$ cat config.mk
export PLATFORM = sky130hd
export DESIGN_NAME = qpsk_carrier_rec
export DESIGN_NICKNAME = d
export VERILOG_FILES = /design/src/rtl/qpsk_cr_pkg.sv /design/src/rtl/cr_nco.sv /design/src/rtl/cr_arm.sv /design/src/rtl/cr_loop_filt.sv /design/src/rtl/cr_lock_det.sv /design/src/rtl/qpsk_carrier_rec.sv
export SDC_FILE = /design/constraint.sdc
export NUM_CORES = 2
export LEC_CHECK = 0
export ABC_AREA = 0
export BUFFER_PORTS_ARGS = -buffer_cell sky130_fd_sc_hd__buf_4
export CORE_MARGIN = 3
export CORE_UTILIZATION = 51
export DETAILED_ROUTE_END_ITERATION = 8
export PLACE_DENSITY = 0.69
export SLEW_MARGIN = 10
export SYNTH_ARGS = -nofsm -noshare
export SYNTH_HDL_FRONTEND = slang
export SYNTH_SLANG_ARGS = --single-unit
$ cat constraint.sdc
create_clock -name clk_i -period 7.9 [get_ports clk_i]
set_input_delay 0.79 -clock clk_i [delete_from_list [all_inputs] [get_ports clk_i]]
set_output_delay 0.79 -clock clk_i [all_outputs]
set_load 0.1 [all_outputs]
$ cat src/rtl/qpsk_cr_pkg.sv
package qpsk_cr_pkg;
  localparam int N_ARMS = 2;
  typedef enum logic {DEC_POS = 1'b0, DEC_NEG = 1'b1} dec_e;
endpackage

$ cat src/rtl/cr_nco.sv
module cr_nco #(
  parameter int PH_W   = 32,
  parameter int LUT_AW = 8,
  parameter int REF_W  = 12
) (
  input  logic                    clk_i,
  input  logic                    rst_ni,
  input  logic [PH_W-1:0]         fw_i,
  output logic signed [REF_W-1:0] cos_o,
  output logic signed [REF_W-1:0] nsin_o
);
  localparam int LUT_N = 1 << LUT_AW;
  localparam int AMP   = (1 << (REF_W-1)) - 1;
  localparam logic [PH_W-1:0] QTR = PH_W'(1) << (PH_W-2);

  // quarter-wave magnitudes, sampled half a step off the axis
  logic [REF_W-2:0] lut [LUT_N];
  for (genvar g = 0; g < LUT_N; g++) begin : g_lut
    localparam real ANG = (real'(g) + 0.5) * 3.141592653589793 / (2.0 * real'(LUT_N));
    localparam int  VAL = $rtoi(real'(AMP) * $sin(ANG) + 0.5);
    assign lut[g] = VAL[REF_W-2:0];
  end

  logic [PH_W-1:0] ph_q;

  function automatic logic signed [REF_W-1:0] sin_of(input logic [PH_W-1:0] p);
    logic [1:0]        qd;
    logic [LUT_AW-1:0] ix;
    logic [REF_W-2:0]  mag;
    qd  = p[PH_W-1 -: 2];
    ix  = p[PH_W-3 -: LUT_AW];
    mag = qd[0] ? lut[~ix] : lut[ix];
    return qd[1] ? -signed'({1'b0, mag}) : signed'({1'b0, mag});
  endfunction

  always_ff @(posedge clk_i or negedge rst_ni) begin
    if (!rst_ni) begin
      ph_q   <= '0;
      cos_o  <= '0;
      nsin_o <= '0;
    end else begin
      ph_q   <= ph_q + fw_i;
      cos_o  <= sin_of(ph_q + QTR);
      nsin_o <= -sin_of(ph_q);
    end
  end
endmodule

$ cat src/rtl/cr_arm.sv
module cr_arm #(
  parameter int IN_W  = 12,
  parameter int REF_W = 12,
  parameter int TAPS  = 15,
  parameter int ARM_W = 16
) (
  input  logic                    clk_i,
  input  logic                    rst_ni,
  input  logic signed [IN_W-1:0]  sample_i,
  input  logic signed [REF_W-1:0] ref_i,
  output logic signed [ARM_W-1:0] arm_o
);
  localparam int MIX_W  = IN_W + 1;
  localparam int PROD_W = IN_W + REF_W;
  localparam int HALF   = (TAPS + 1) / 2;
  localparam int CSH    = $clog2(HALF * HALF);
  localparam int SUM_W  = MIX_W + CSH + 1;

  logic signed [PROD_W-1:0] prod;
  logic signed [MIX_W-1:0]  mix_q;
  logic signed [MIX_W-1:0]  tap_q [TAPS];
  logic signed [SUM_W-1:0]  acc;

  function automatic int coef(input int k);
    return (k < TAPS - k) ? k + 1 : TAPS - k;
  endfunction

  assign prod = PROD_W'(sample_i) * PROD_W'(ref_i);

  // triangular taps: unity DC gain, null at half the sample rate
  always_comb begin
    logic signed [SUM_W-1:0] cf;
    acc = '0;
    for (int k = 0; k < TAPS; k++) begin
      cf  = SUM_W'(coef(k));
      acc = acc + cf * SUM_W'(tap_q[k]);
    end
  end

  always_ff @(posedge clk_i or negedge rst_ni) begin
    if (!rst_ni) begin
      mix_q <= '0;
      for (int k = 0; k < TAPS; k++) tap_q[k] <= '0;
      arm_o <= '0;
    end else begin
      mix_q    <= MIX_W'(prod >>> (REF_W - 1));
      tap_q[0] <= mix_q;
      for (int k = 1; k < TAPS; k++) tap_q[k] <= tap_q[k-1];
      arm_o    <= ARM_W'(acc >>> CSH);
    end
  end
endmodule

$ cat src/rtl/cr_loop_filt.sv
module cr_loop_filt #(
  parameter int ARM_W = 16,
  parameter int PH_W  = 32,
  parameter int KP_SH = 14,
  parameter int KI_SH = 6,
  parameter int INT_W = 28
) (
  input  logic                     clk_i,
  input  logic                     rst_ni,
  input  logic signed [ARM_W-1:0]  x_i,
  input  logic signed [ARM_W-1:0]  y_i,
  output logic signed [ARM_W+1:0]  err_o,
  output logic signed [PH_W-1:0]   ctrl_o
);
  localparam int ERR_W = ARM_W + 2;
  localparam logic signed [INT_W-1:0] INT_MAX = {1'b0, {(INT_W-1){1'b1}}};
  localparam logic signed [INT_W-1:0] INT_MIN = {1'b1, {(INT_W-1){1'b0}}};
  localparam logic signed [INT_W:0]   HI = (INT_W+1)'(INT_MAX);
  localparam logic signed [INT_W:0]   LO = (INT_W+1)'(INT_MIN);

  logic signed [ERR_W-1:0] xe, ye, err_d, err_q;
  logic signed [INT_W-1:0] integ_q, inc;
  logic signed [INT_W:0]   isum;

  always_comb begin
    xe    = ERR_W'(x_i);
    ye    = ERR_W'(y_i);
    err_d = (x_i[ARM_W-1] ? -ye : ye) - (y_i[ARM_W-1] ? -xe : xe);
    inc   = INT_W'(err_q) <<< KI_SH;
    isum  = (INT_W+1)'(integ_q) + (INT_W+1)'(inc);
  end

  always_ff @(posedge clk_i or negedge rst_ni) begin
    if (!rst_ni) begin
      err_q   <= '0;
      integ_q <= '0;
      ctrl_o  <= '0;
    end else begin
      err_q   <= err_d;
      if (isum > HI)      integ_q <= INT_MAX;
      else if (isum < LO) integ_q <= INT_MIN;
      else                integ_q <= INT_W'(isum);
      ctrl_o  <= (PH_W'(err_q) <<< KP_SH) + PH_W'(integ_q);
    end
  end

  assign err_o = err_q;


  zero_err_chk: assert property (@(posedge clk_i) disable iff (!rst_ni)
    (x_i == '0 && y_i == '0) |=> err_q == '0);

  sat_hi_chk: assert property (@(posedge clk_i) disable iff (!rst_ni)
    (integ_q == INT_MAX && inc >= 0) |=> integ_q == INT_MAX);

  sat_lo_chk: assert property (@(posedge clk_i) disable iff (!rst_ni)
    (integ_q == INT_MIN && inc <= 0) |=> integ_q == INT_MIN);
endmodule

$ cat src/rtl/cr_lock_det.sv
module cr_lock_det #(
  parameter int ERR_W = 18,
  parameter int THR_W = 16,
  parameter int LOG2  = 8
) (
  input  logic                    clk_i,
  input  logic                    rst_ni,
  input  logic signed [ERR_W-1:0] err_i,
  input  logic [THR_W-1:0]        thr_i,
  output logic                    lock_o
);
  localparam int SUM_W = ERR_W + LOG2;
  localparam int CMP_W = (ERR_W > THR_W) ? ERR_W : THR_W;

  logic [LOG2-1:0]  cnt_q;
  logic [SUM_W-1:0] sum_q, sum_d;
  logic [ERR_W-1:0] mag;
  logic             win_end;

  assign win_end = &cnt_q;
  assign mag     = err_i[ERR_W-1] ? ERR_W'(-err_i) : ERR_W'(err_i);
  assign sum_d   = sum_q + SUM_W'(mag);

  always_ff @(posedge clk_i or negedge rst_ni) begin
    if (!rst_ni) begin
      cnt_q  <= '0;
      sum_q  <= '0;
      lock_o <= 1'b0;
    end else begin
      cnt_q <= cnt_q + 1'b1;
      if (win_end) begin
        sum_q  <= '0;
        lock_o <= CMP_W'(sum_d[SUM_W-1:LOG2]) < CMP_W'(thr_i);
      end else begin
        sum_q  <= sum_d;
      end
    end
  end


  lock_hold_chk: assert property (@(posedge clk_i) disable iff (!rst_ni)
    !win_end |=> $stable(lock_o));

  lock_thr_chk: assert property (@(posedge clk_i) disable iff (!rst_ni)
    $rose(lock_o) |-> $past(thr_i) != '0);
endmodule

$ cat src/rtl/qpsk_carrier_rec.sv
module qpsk_carrier_rec
  import qpsk_cr_pkg::*;
#(
  parameter int IN_W      = 12,
  parameter int REF_W     = 12,
  parameter int LUT_AW    = 8,
  parameter int PH_W      = 32,
  parameter logic [PH_W-1:0] NOM_INC = PH_W'(1) << (PH_W-2),
  parameter int TAPS      = 15,
  parameter int ARM_W     = 16,
  parameter int KP_SH     = 14,
  parameter int KI_SH     = 6,
  parameter int INT_W     = 28,
  parameter int LOCK_LOG2 = 8,
  parameter int THR_W     = 16
) (
  input  logic                    clk_i,
  input  logic                    rst_ni,
  input  logic signed [IN_W-1:0]  sample_i,
  input  logic [THR_W-1:0]        lock_thr_i,
  output logic signed [ARM_W-1:0] i_o,
  output logic signed [ARM_W-1:0] q_o,
  output logic                    dec_i_o,
  output logic                    dec_q_o,
  output logic                    lock_o
);
  localparam int ERR_W = ARM_W + 2;

  logic [PH_W-1:0]         fw;
  logic signed [PH_W-1:0]  ctrl;
  logic signed [REF_W-1:0] refs [N_ARMS];
  logic signed [ARM_W-1:0] arm  [N_ARMS];
  dec_e                    dec  [N_ARMS];
  logic signed [ERR_W-1:0] err;

  assign fw = NOM_INC + $unsigned(ctrl);

  cr_nco #(.PH_W(PH_W), .LUT_AW(LUT_AW), .REF_W(REF_W)) u_nco (
    .clk_i, .rst_ni, .fw_i(fw), .cos_o(refs[0]), .nsin_o(refs[1]));

  for (genvar g = 0; g < N_ARMS; g++) begin : g_arm
    cr_arm #(.IN_W(IN_W), .REF_W(REF_W), .TAPS(TAPS), .ARM_W(ARM_W)) u_arm (
      .clk_i, .rst_ni, .sample_i, .ref_i(refs[g]), .arm_o(arm[g]));
    assign dec[g] = arm[g][ARM_W-1] ? DEC_NEG : DEC_POS;
  end

  cr_loop_filt #(.ARM_W(ARM_W), .PH_W(PH_W), .KP_SH(KP_SH), .KI_SH(KI_SH),
                 .INT_W(INT_W)) u_lf (
    .clk_i, .rst_ni, .x_i(arm[0]), .y_i(arm[1]), .err_o(err), .ctrl_o(ctrl));

  cr_lock_det #(.ERR_W(ERR_W), .THR_W(THR_W), .LOG2(LOCK_LOG2)) u_lock (
    .clk_i, .rst_ni, .err_i(err), .thr_i(lock_thr_i), .lock_o(lock_o));

  assign i_o     = arm[0];
  assign q_o     = arm[1];
  assign dec_i_o = (dec[0] == DEC_NEG);
  assign dec_q_o = (dec[1] == DEC_NEG);


  dec_sign_chk: assert property (@(posedge clk_i) disable iff (!rst_ni)
    (dec_i_o == (i_o < 0)) && (dec_q_o == (q_o < 0)));
endmodule

==> flow_metrics.env <==
export IMPL_status="finished, violations left"
export IMPL_violations="setup timing"
export IMPL_remaining_drc_errors=0
export IMPL_hold_class="in2async"
export IMPL_hold_slack_ps=182
export IMPL_slew_viol_final=0
export IMPL_crit_type="reg2reg"
export IMPL_synth_nets=7496
export IMPL_regArea_mm2=0.0151
export IMPL_worstRegToRegCells=33
export IMPL_h_tree_depth=3
export IMPL_die_x_um=351
export IMPL_max_stage_delay_ps=550
export IMPL_rsz0062_at_grt="yes"
export IMPL_synth_edff_count=0
export IMPL_yosys_area_top_type="dfrtp_1"
export IMPL_clkTransAtPathRegs_ps=60
export IMPL_fin_worst_skew_ps=21.3
export IMPL_critPathArrivalTime_ps=8510
export IMPL_grtUsageTotal_pct=24.7
export IMPL_clkSinkCount=603
export IMPL_fmaxAchievable_ghz=0.126
export IMPL_die_area_mm2=0.123
export IMPL_synth_seq_cells=603
export IMPL_grt_pass1_wl_um=242000
export IMPL_drtAntennaViolNets=0
export IMPL_worstPathMaxFanout=3
export IMPL_gr_total_overflow=0
export IMPL_yosysMostFrequentCell="inv_1"
export IMPL_period_needed_ps=7960
export IMPL_ios=65
export IMPL_clock_latency_ps=630
export IMPL_vias=43000
export IMPL_worstSetupEndpointType="flip-flop"
export IMPL_maxCapViolations=0
export IMPL_cts_root_buf="clkbuf_16"
export IMPL_tns_ps=-61.7
export IMPL_dr_pass1_iters=5
export IMPL_grt_max_degree=155
export IMPL_start_util_pct=51.4
export IMPL_critPathSlowestCell="fa_1"
export IMPL_ys_top_cells_by_count="inv_1 (996), ha_1 (734), fa_1 (718)"
export IMPL_synth_cell_type_count=96
export IMPL_tightestPinTransition_ps=1240
export IMPL_area_delta_synth_final_pct=10.6
export IMPL_drive_above_1_share_pct=9.61
export IMPL_core_area_mm2=0.118
export IMPL_synthFlopType="dfrtp_1"
export IMPL_syn_inst=6014
export IMPL_grt_pass1_vias=45400
export IMPL_layout_nets=7662
export IMPL_drtIter0Drc=2946
export IMPL_maxSlewHeadroom_pct=16.9
export IMPL_io_buffers=64
export IMPL_cts_buffers=73
export IMPL_ys_seq_area_share_pct=24.8
export IMPL_cp_start_kind="flip-flop"
export IMPL_antenna_found_initial=3
export IMPL_yosysTopAreaCellShare_pct=24.8
export IMPL_fp_dieH_um=351
export IMPL_multi_input_area_mm2=0.0419
export IMPL_synth_warnings=0
export IMPL_n_fill_cell=9982
export IMPL_layout_setup_ws_ps=-61.7
export IMPL_hold_viol=0
export IMPL_async_reset_ff_share_pct=100
export IMPL_cts_tree="done"
export IMPL_cp_common_cell="fa_1"
export IMPL_period_share_pct=101
export IMPL_syn_area_mm2=0.0608
export IMPL_syn_avg_cell_area_um2=10.1
export IMPL_routed_via_density=5.53
export IMPL_synthTopCellsByArea="dfrtp_1 (25%), fa_1 (24%), ha_1 (15%), inv_1 (6.1%), xnor2_1 (4.8%)"
export IMPL_wl_um=149000
export IMPL_critPathRequiredTime_ps=8450
export IMPL_dpl_hpwl_um=116000
export IMPL_rows=126
export IMPL_cts_hold_buf=0
export IMPL_setup_viol_count_final=1
export IMPL_routabilityCongestion=0.952
export IMPL_routedWlPerCell_um=19.1
export IMPL_clockBufferDepth=3
[layer usage]
| metal | GRT usage (%) | vias to the layer above | part of all wire [%] |
|---|---|---|---|
| met2 | 40.5 | 1227 | 48 |
| li1 | - | 20000 | - |
| met3 | 3.96 | 278 | 6.2 |
| met5 | 0 | - | 0 |
| met4 | 7.00 | 0 | 2.7 |
| met1 | 33.9 | 21400 | 44 |
[critical path: cells and delay by family (launching register included)]
kind	cells	cell delay (ps)
XOR/XNOR	2	270
AO/OA/AOI/OAI	12	1910
adder cells (fa/ha/maj)	10	4320
AND/OR/NAND/NOR	2	410
flip-flops	1	440
buffers and inverters	7	530
[placed cells by master, fill, tap and decap left out, drive strengths merged, types with 38 or more instances in the layout]
cell type     n
a21oi       293
clkbuf       97
inv        1002
a21o         82
nand2       372
ha          734
xnor2       337
o21ai       230
fa          718
nand3        53
nor3         68
o21bai       46
nor2        244
buf         263
nand2b      108
o21a         51
a21boi       38
dfrtp       603
and2        109
xor2        131
nor2b       119
[state kept, by name, indices dropped and copies added (netlist names)]
signal and cells:
u_nco.nsin_o 12, g_arm.u_arm.mix_q 26, u_lf.integ_q 23, u_lf.ctrl_o 27
g_arm.u_arm.arm_o 28, u_lf.err_o 18, u_lock.lock_o 1, g_arm.u_arm.tap_q 390
u_nco.ph_q 32, u_lock.sum_q 26, u_nco.cos_o 12, u_lock.cnt_q 8
[metrics by stage]
stage          worst slack (ps)  instance area (µm²)  utilization [%]  std cells
6_report                  -61.7                67300             56.9       7773
5_1_grt                    -349                67300             56.9       7773
2_1_floorplan              11.1                60800                -       6014
3_5_place_dp               -522                63700             53.9       7608
3_3_place_gp               -405                63700             53.9       7608
4_1_cts                   -63.4                66700             56.4       7756
[repair_timing]
| action | in CTS | in global routing |
|---|---|---|
| gates resized for setup | 72 | 108 |
| endpoints found under the setup margin | 10 | 13 |
| pin swaps | 61 | 115 |
| buffers inserted | 17 | 17 |
[logic make-up after synthesis]
kind of cell | count (synthesis) | share of synthesized area [%]
multiplexers | 43 | 0.800
AO/OA/AOI/OAI | 1062 | 11.4
XOR/XNOR | 468 | 6.75
AND/OR/NAND/NOR | 1211 | 9.88
buffers and inverters | 1172 | 7.51
adder cells (fa/ha/maj) | 1455 | 38.8
flip-flops | 603 | 24.8
[area by class of cell]
| class | instances | share of cell area [%] |
|---|---|---|
| multi-input cells | 4239 | 62.3 |
| clock inverters | 34 | 0.683 |
| flip-flops and latches | 603 | 22.5 |
| well taps | 1536 | 2.86 |
| repair buffers | 263 | 3.02 |
| clock buffers | 97 | 3.14 |
| diodes | 1 | 0.00372 |
| inverters | 1000 | 5.58 |
[worst paths after layout]
check	startpoint	to	slack [ps]
min	rst_ni	u_lf.ctrl_o[15]	180
max in group asynchronous	rst_ni	u_nco.ph_q[25]	6100
max	g_arm[1].u_arm.tap_q[106]	g_arm[1].u_arm.arm_o[13]	-60
max reg2reg	g_arm[1].u_arm.tap_q[106]	g_arm[1].u_arm.arm_o[13]	-60
min in group clk_i	g_arm[1].u_arm.mix_q[6]	g_arm[1].u_arm.tap_q[188]	340
min reg2reg	g_arm[1].u_arm.mix_q[6]	g_arm[1].u_arm.tap_q[188]	340
Power is not shown: default switching activity piles up to over one toggle a cycle in this logic, so the estimate is an artifact.
